File: src/rtl/dbg_halt_pkg.sv
package dbg_halt_pkg;
   typedef enum logic [1:0] {
      ST_RUN  = 2'd0,
      ST_REQ  = 2'd1,
      ST_HALT = 2'd2,
      ST_EXIT = 2'd3
   } dbg_state_e;
endpackage

File: src/rtl/dbg_auth_gate.sv
module dbg_auth_gate #(
   parameter bit REGISTERED = 1'b1
) (
   input  logic clk,
   input  logic rst_n,
   input  logic dbg_en,
   input  logic nid_en,
   output logic inv_ok,
   output logic nonv_ok
);
   logic inv_d, nonv_d;
   assign inv_d  = dbg_en;
   assign nonv_d = dbg_en | nid_en;

   generate
      if (REGISTERED) begin : g_reg
         logic inv_q, nonv_q;
         always_ff @(posedge clk or negedge rst_n) begin
            if (!rst_n) begin
               inv_q  <= 1'b0;
               nonv_q <= 1'b0;
            end else begin
               inv_q  <= inv_d;
               nonv_q <= nonv_d;
            end
         end
         assign inv_ok  = inv_q;
         assign nonv_ok = nonv_q;
      end else begin : g_comb
         assign inv_ok  = inv_d;
         assign nonv_ok = nonv_d;
      end
   endgenerate
endmodule

File: src/rtl/dbg_entry_fsm.sv
module dbg_entry_fsm
   import dbg_halt_pkg::*;
#(
   parameter int METHOD_W  = 4,
   parameter int HALT_CODE = 4
) (
   input  logic                clk,
   input  logic                rst_n,
   input  logic                inv_ok,
   input  logic                halt_req,
   input  logic                core_halted,
   input  logic                restart_req,
   input  logic                core_running,
   output logic                halt_cmd,
   output logic                core_ack,
   output logic                arm,
   output logic                clear,
   output logic [METHOD_W-1:0] method,
   output logic                violation
);
   localparam logic [METHOD_W-1:0] CODE = HALT_CODE[METHOD_W-1:0];

   dbg_state_e state_q, state_d;

   always_comb begin
      state_d = state_q;
      unique case (state_q)
         ST_RUN:  if (halt_req && inv_ok) state_d = ST_REQ;
         ST_REQ:  if (core_halted)        state_d = ST_HALT;
         ST_HALT: if (restart_req)        state_d = ST_EXIT;
         ST_EXIT: if (core_running)       state_d = ST_RUN;
         default:                         state_d = ST_RUN;
      endcase
   end

   always_ff @(posedge clk or negedge rst_n) begin
      if (!rst_n) begin
         state_q   <= ST_RUN;
         method    <= '0;
         violation <= 1'b0;
      end else begin
         state_q   <= state_d;
         violation <= (state_q == ST_REQ) && !halt_req && !core_halted;
         if (state_q == ST_RUN && state_d == ST_REQ)
            method <= CODE;
      end
   end

   assign halt_cmd = (state_q == ST_REQ);
   assign core_ack = (state_q == ST_HALT) || (state_q == ST_EXIT);
   assign arm      = (state_q == ST_HALT);
   assign clear    = (state_q == ST_EXIT) && core_running;
endmodule

File: src/rtl/dbg_done_track.sv
module dbg_done_track (
   input  logic clk,
   input  logic rst_n,
   input  logic arm,
   input  logic clear,
   input  logic barrier_done,
   input  logic mem_idle,
   output logic cpu_done
);
   logic bar_seen_q;

   always_ff @(posedge clk or negedge rst_n) begin
      if (!rst_n) begin
         bar_seen_q <= 1'b0;
         cpu_done   <= 1'b0;
      end else if (clear) begin
         bar_seen_q <= 1'b0;
         cpu_done   <= 1'b0;
      end else if (arm) begin
         if (barrier_done)
            bar_seen_q <= 1'b1;
         if ((bar_seen_q || barrier_done) && mem_idle)
            cpu_done <= 1'b1;
      end
   end
endmodule

File: src/rtl/dbg_halt_ctrl.sv
module dbg_halt_ctrl #(
   parameter bit AUTH_REGISTERED = 1'b1,
   parameter int METHOD_W        = 4,
   parameter int HALT_CODE       = 4
) (
   input  logic                clk,
   input  logic                rst_n,
   input  logic                auth_dbg_en,
   input  logic                auth_nid_en,
   input  logic                halt_req,
   input  logic                core_halted,
   input  logic                barrier_done,
   input  logic                mem_idle,
   input  logic                restart_req,
   input  logic                core_running,
   input  logic                sw_ack_force,
   output logic                perm_invasive,
   output logic                perm_noninv,
   output logic                halt_cmd,
   output logic                dbg_ack,
   output logic                cpu_done,
   output logic [METHOD_W-1:0] entry_method,
   output logic                req_violation
);
   generate
      if (METHOD_W < 1 || METHOD_W > 16) begin : g_bad_width
         $error("dbg_halt_ctrl: METHOD_W out of range");
      end
      if (HALT_CODE < 0 || HALT_CODE >= (1 << METHOD_W)) begin : g_bad_code
         $error("dbg_halt_ctrl: HALT_CODE does not fit METHOD_W");
      end
   endgenerate

   logic core_ack, arm, clear;

   dbg_auth_gate #(.REGISTERED(AUTH_REGISTERED)) u_gate (
      .clk     (clk),
      .rst_n   (rst_n),
      .dbg_en  (auth_dbg_en),
      .nid_en  (auth_nid_en),
      .inv_ok  (perm_invasive),
      .nonv_ok (perm_noninv)
   );

   dbg_entry_fsm #(.METHOD_W(METHOD_W), .HALT_CODE(HALT_CODE)) u_fsm (
      .clk          (clk),
      .rst_n        (rst_n),
      .inv_ok       (perm_invasive),
      .halt_req     (halt_req),
      .core_halted  (core_halted),
      .restart_req  (restart_req),
      .core_running (core_running),
      .halt_cmd     (halt_cmd),
      .core_ack     (core_ack),
      .arm          (arm),
      .clear        (clear),
      .method       (entry_method),
      .violation    (req_violation)
   );

   dbg_done_track u_done (
      .clk          (clk),
      .rst_n        (rst_n),
      .arm          (arm),
      .clear        (clear),
      .barrier_done (barrier_done),
      .mem_idle     (mem_idle),
      .cpu_done     (cpu_done)
   );

   assign dbg_ack = core_ack | sw_ack_force;
endmodule

File: config.mk
export PLATFORM = sky130hd
export DESIGN_NAME = dbg_halt_ctrl
export DESIGN_NICKNAME = d
export VERILOG_FILES = /design/src/rtl/dbg_halt_pkg.sv /design/src/rtl/dbg_auth_gate.sv /design/src/rtl/dbg_entry_fsm.sv /design/src/rtl/dbg_done_track.sv /design/src/rtl/dbg_halt_ctrl.sv
export SDC_FILE = /design/constraint.sdc
export NUM_CORES = 1
export LEC_CHECK = 0
export BUFFER_PORTS_ARGS = -buffer_cell sky130_fd_sc_hd__buf_2
export CAP_MARGIN = 0
export CORE_AREA = 4 4 41 43
export CTS_CLUSTER_SIZE = 12
export DETAILED_ROUTE_END_ITERATION = 6
export DIE_AREA = 0 0 45 47
export PLACE_DENSITY_LB_ADDON = 0.25
export REMOVE_ABC_BUFFERS = 1
export SKIP_CTS_REPAIR_TIMING = 1
export SLEW_MARGIN = 10
export SYNTH_ARGS = -nofsm -noshare
export SYNTH_HDL_FRONTEND = slang
export SYNTH_SLANG_ARGS = --single-unit
File: constraint.sdc
create_clock -name clk -period 1.1 [get_ports clk]
set_input_delay 0.275 -clock clk [delete_from_list [all_inputs] [get_ports clk]]
set_output_delay 0.275 -clock clk [all_outputs]
set_load 0.03 [all_outputs]
# Word level (Yosys, flattened, before mapping)
# Cells that the tools add are included.
[totals] reg_bits=8 in_bits=11
[op_classes] n_eq_ne=4 muxes=11 bitwise=2 n_reduce_logical=16
[op_table] cell="$mux W2" n=4
[op_table] cell="$pmux W2 S4" n=1
[op_table] cell="$logic_and A1 B1 Y1" n=6
[op_table] cell="$mux W1" n=6
[op_table] cell="$reduce_bool A2 Y1" n=3
[op_table] cell="$eq A2 B1 Y1 const B" n=2
[op_table] cell="$eq A2 B2 Y1 const B" n=2
[op_table] cell="$reduce_and A2 Y1" n=2
[op_table] cell="$logic_not A1 Y1" n=2
[op_table] cell="$logic_not A2 Y1" n=1
[op_table] cell="$logic_or A1 B1 Y1" n=2
[op_table] cell="$or A1 B1 Y1" n=2

# Logic depth before layout (Yosys ltp)
[depth] word_depth=5 mapped_depth=3 ltp_nobuf=2

# Cells and area by module
# Synthesis repeated with hierarchy kept, for this count alone.
[unflattened] cells_unflattened=33 hier_area_um2=372.9
[modules_own_cells] mod="dbg_entry_fsm" n_inst=1 cells_each=22 area_per_inst_um2=226.5
[modules_own_cells] mod="dbg_done_track" n_inst=1 cells_each=7 area_per_inst_um2=83.8
[modules_own_cells] mod="dbg_auth_gate" n_inst=1 cells_each=3 area_per_inst_um2=56.3
[modules_own_cells] mod="dbg_halt_ctrl" n_inst=1 cells_each=1 area_per_inst_um2=6.3

# Worst setup path after synthesis
# Ideal clock, no wire load.
[synth_timing] kind="register to output" startpoint="register u_fsm.state_q[1]" endpoint="output dbg_ack" arrival_time_ns=0.879 required_time_ns=0.825 setup_slack_ns=-0.054 stages_incl_launch_ff=3 path_cell_list="dfrtp_1 -> buf_2 -> or2_2"
[synth_between] elab_chain_cells=3
[synth_rtl] element="from (decl)" line_no="dbg_entry_fsm.sv:23" rtl="dbg_state_e state_q, state_d;"
[synth_rtl] element="from (signal assigned)" line_no="dbg_entry_fsm.sv:42" rtl="state_q <= state_d;"
[synth_rtl] element="$eq A2 B2 Y1" line_no="dbg_entry_fsm.sv:50" rtl="assign core_ack = (state_q == ST_HALT) || (state_q == ST_EXIT);"
[synth_rtl] element="$logic_or A1 B1 Y1 (*)" line_no="dbg_entry_fsm.sv:50"
[synth_rtl] element="$or A1 B1 Y1 (*)" line_no="dbg_halt_ctrl.sv:71" rtl="assign dbg_ack = core_ack | sw_ack_force;"
[synth_rtl] element="to (decl)" line_no="dbg_halt_ctrl.sv:20" rtl="output logic dbg_ack,"
# Mark *: on every way between the ends. The rest lies on a longest branch, timed or not.

# Worst setup path after layout
# Ends and elaborated chain as after synthesis.

==> impl_results.md <==
* Post-layout util at 0.4067
* Fmax at just under 800 MHz
* Lkg Pwr at 0.0002633 uW
* Die Footprint at 2115 sq um
* Combinational Power Share at 0.480
* Syn-to-layout area delta at 38.69%
* Clock sink count at 8
* Hold crit path type: primary input to flip-flop
* Endpoint of the worst register-to-register path: u_fsm.state_q[1]
* RSZ-0062 raised after global routing: true
* Placed cell count at 65
* Largest net degree at the start of global routing at 10
* Nets at 67
* Dpl hpwl at 601 um
* Final WS setup at -186.9 ps
* Pwr per Cell Area at 2370 nW/um^2
* Gp weighted congestion at 0.6605
* Grt met1 use at 0.08392
* Register area share after synthesis at 0.5246
* # Max-Cap Violations at 0
* Per-cell routed wire length at roughly 11 um
* Syn Inst Count at 34
* I/O pin cnt at 21
* CTS Root Buffer Type: clkbuf_4
* DRT Wirelength at approximately 760 um
* Diode count at 0
* Syn Area/Cell at 11.22 sq um
* Violations in the final reports: setup timing
* Sequential Power Share at 0.345
* Die height at 47 um
* Post-route ant nets at 0
* Final std cells w/o fill at 69
* Worst-path maximum fanout at 3
* Clock slew at the register clock pins of the worst setup and hold paths at 60 ps
* Worst EP required at ~820 ps
* Global-route wire length before repair at between 1 and 1.5 mm
* Top cells by area, synth: dfrtp_1 (52%), buf_4 (5.9%), or2_2 (3.3%)
* Initial antenna violation count at 0
* Drt first pass iters at 2
* Synth top area share at 0.5246
* Unique cell type count in the Yosys netlist at 22
* Starting density of the core at 0.2933
* Worst reg-to-reg setup slack at 90 ps
* Worst VDD drop at approximately 0.00090 V
* Min Tclk post-route at 1287 ps
* DP Worst Slack at -16.43 ps
* GRT overflow at 0
* Post-synth top area cell: dfrtp_1
* DRC errors left at 0
* CP Class: flip-flop to primary output
* Post-synthesis register bit count at 8
* Row cnt at 13
* Hold WS at around 140 ps
* Port Buffers at 17
* Clk_lat worst skew at approximately 250 ps
* Status: finished, violations left
* Clock power share at 0.175
* Vias per inst at 4.464
* Vias in the first global route at between 300 and 400
* Max-slew violations at 0
* CP startpoint: u_fsm.state_q[1]
* Die width at 45 um
* R2R depth at 3
* Tot GR Track Use at 0.08685
* Period utilization at 1.170
* TritonCTS buffer count at 3
* Maximum buffer depth of the clock tree at 2
* Synthesized area at 381.6 sq um
* Sw power at 455.6 uW
* Setup-failing EPs final at 2
* Yosys warnings at 0
* WP data arrival at 1010 ps
* Setup crit end: dbg_ack
* Crit start category: flip-flop
* Met2 usage at 0.1441
* Post-route clock skew at 5.548 ps
* Cell internal pwr at 798.7 uW
* Routed vias at 308
* Core area at 1301 sq um
* Iteration-0 DRC Markers at 2
* Final Hold Vio Count at 0
* Busiest grt layer: met2
* CTS tree: built
* Reg2reg start: u_fsm.state_q[0]
* Sw Ratio at 0.3633
* M3 GR Usage at 0.03831
* H-tree depth at 1
* Layout cells sized above 1 at 0.5370
* Crit. End Element: primary output
[cell families after synthesis]
kind of cell           count (synthesis)  synth area share
AO/OA/AOI/OAI                         10            0.2066
buffers and inverters                  6            0.1114
flip-flops                             8            0.5246
other                                  1          0.009827
AND/OR/NAND/NOR                        9            0.1476
[area by class of cell]
class,count,area (sq um)
clock buffers,3,22.52
fillers,145,772.0
inverters,1,3.754
multi-input cells,22,148.9
flip-flops and latches,8,200.2
well taps,15,18.77
repair buffers,20,135.1
[layout by cell type (no fill, tap or decap), types with 2 or more instances in the layout]
cell / count
clkbuf_4: 3
a21oi_1: 2
conb_1: 3
buf_2: 13
buf_6: 4
nand2_1: 2
buf_4: 2
dfrtp_1: 8
[metal layers]
metal | vias to the layer above | wire (um)
met3 | 0 | 74
met5 | - | 0
met4 | 0 | 0
met2 | 11 | 386
li1 | 150 | -
met1 | 147 | 300
[registers in the layout (all words and copies together) (netlist names)]
signal             cells
u_gate.nonv_ok         1
u_done.bar_seen_q      1
u_fsm.violation        1
u_gate.inv_ok          1
u_fsm.method           1
u_fsm.state_q          2
u_done.cpu_done        1
[Yosys cell counts]
master,count
buf_6,1
a21o_2,1
buf_2,1
nand2_1,2
nor2_1,1
a21oi_1,2
a21bo_2,1
nor3b_1,1
a31o_2,1
a21o_1,1
o2bb2ai_1,1
or2_0,1
and2b_2,1
conb_1,1
dfrtp_1,8
o211ai_1,1
a22oi_1,1
buf_4,3
or2_2,2
and3b_2,1
inv_1,1
a32o_1,1
[power by group through the flow]
stage	Clock [uW]	Combinational (uW)	Sequential (uW)
2_1_floorplan	0	275	512
3_3_place_gp	0	545	428
3_5_place_dp	0	534	431
4_1_cts	236	539	426
5_1_grt	249	659	445
6_report	220	602	433
[metrics by stage]
stage / total power [uW] / setup TNS (ps) / area, sq um
3_5_place_dp: 965.5 / -16.43 / 469.2
6_report: 1254 / -372.8 / 529.3
2_1_floorplan: 786.6 / -10.15 / 350.3
4_1_cts: 1201 / -556.7 / 491.7
5_1_grt: 1352 / -507.6 / 529.3
3_3_place_gp: 973.0 / 0 / 469.2
[how the worst min path moves through the flow]
| stage | start | end | cells after the start |
|---|---|---|---|
| after floorplan | rst_n | u_done.bar_seen_q | 0 |
| after global placement | rst_n | u_fsm.violation | 1 |
| after detailed placement | rst_n | u_fsm.violation | 1 |
| after CTS | rst_n | u_fsm.violation | 1 |
| after global routing | auth_dbg_en | u_gate.inv_ok | 1 |
| final | auth_dbg_en | u_gate.inv_ok | 1 |
[worst max-delay path, cell delays in order, from the launching register on]
cell and delay, ps:
dfrtp_1 390, or2_4 230, buf_6 130
Power figures use the tool's default switching activity.
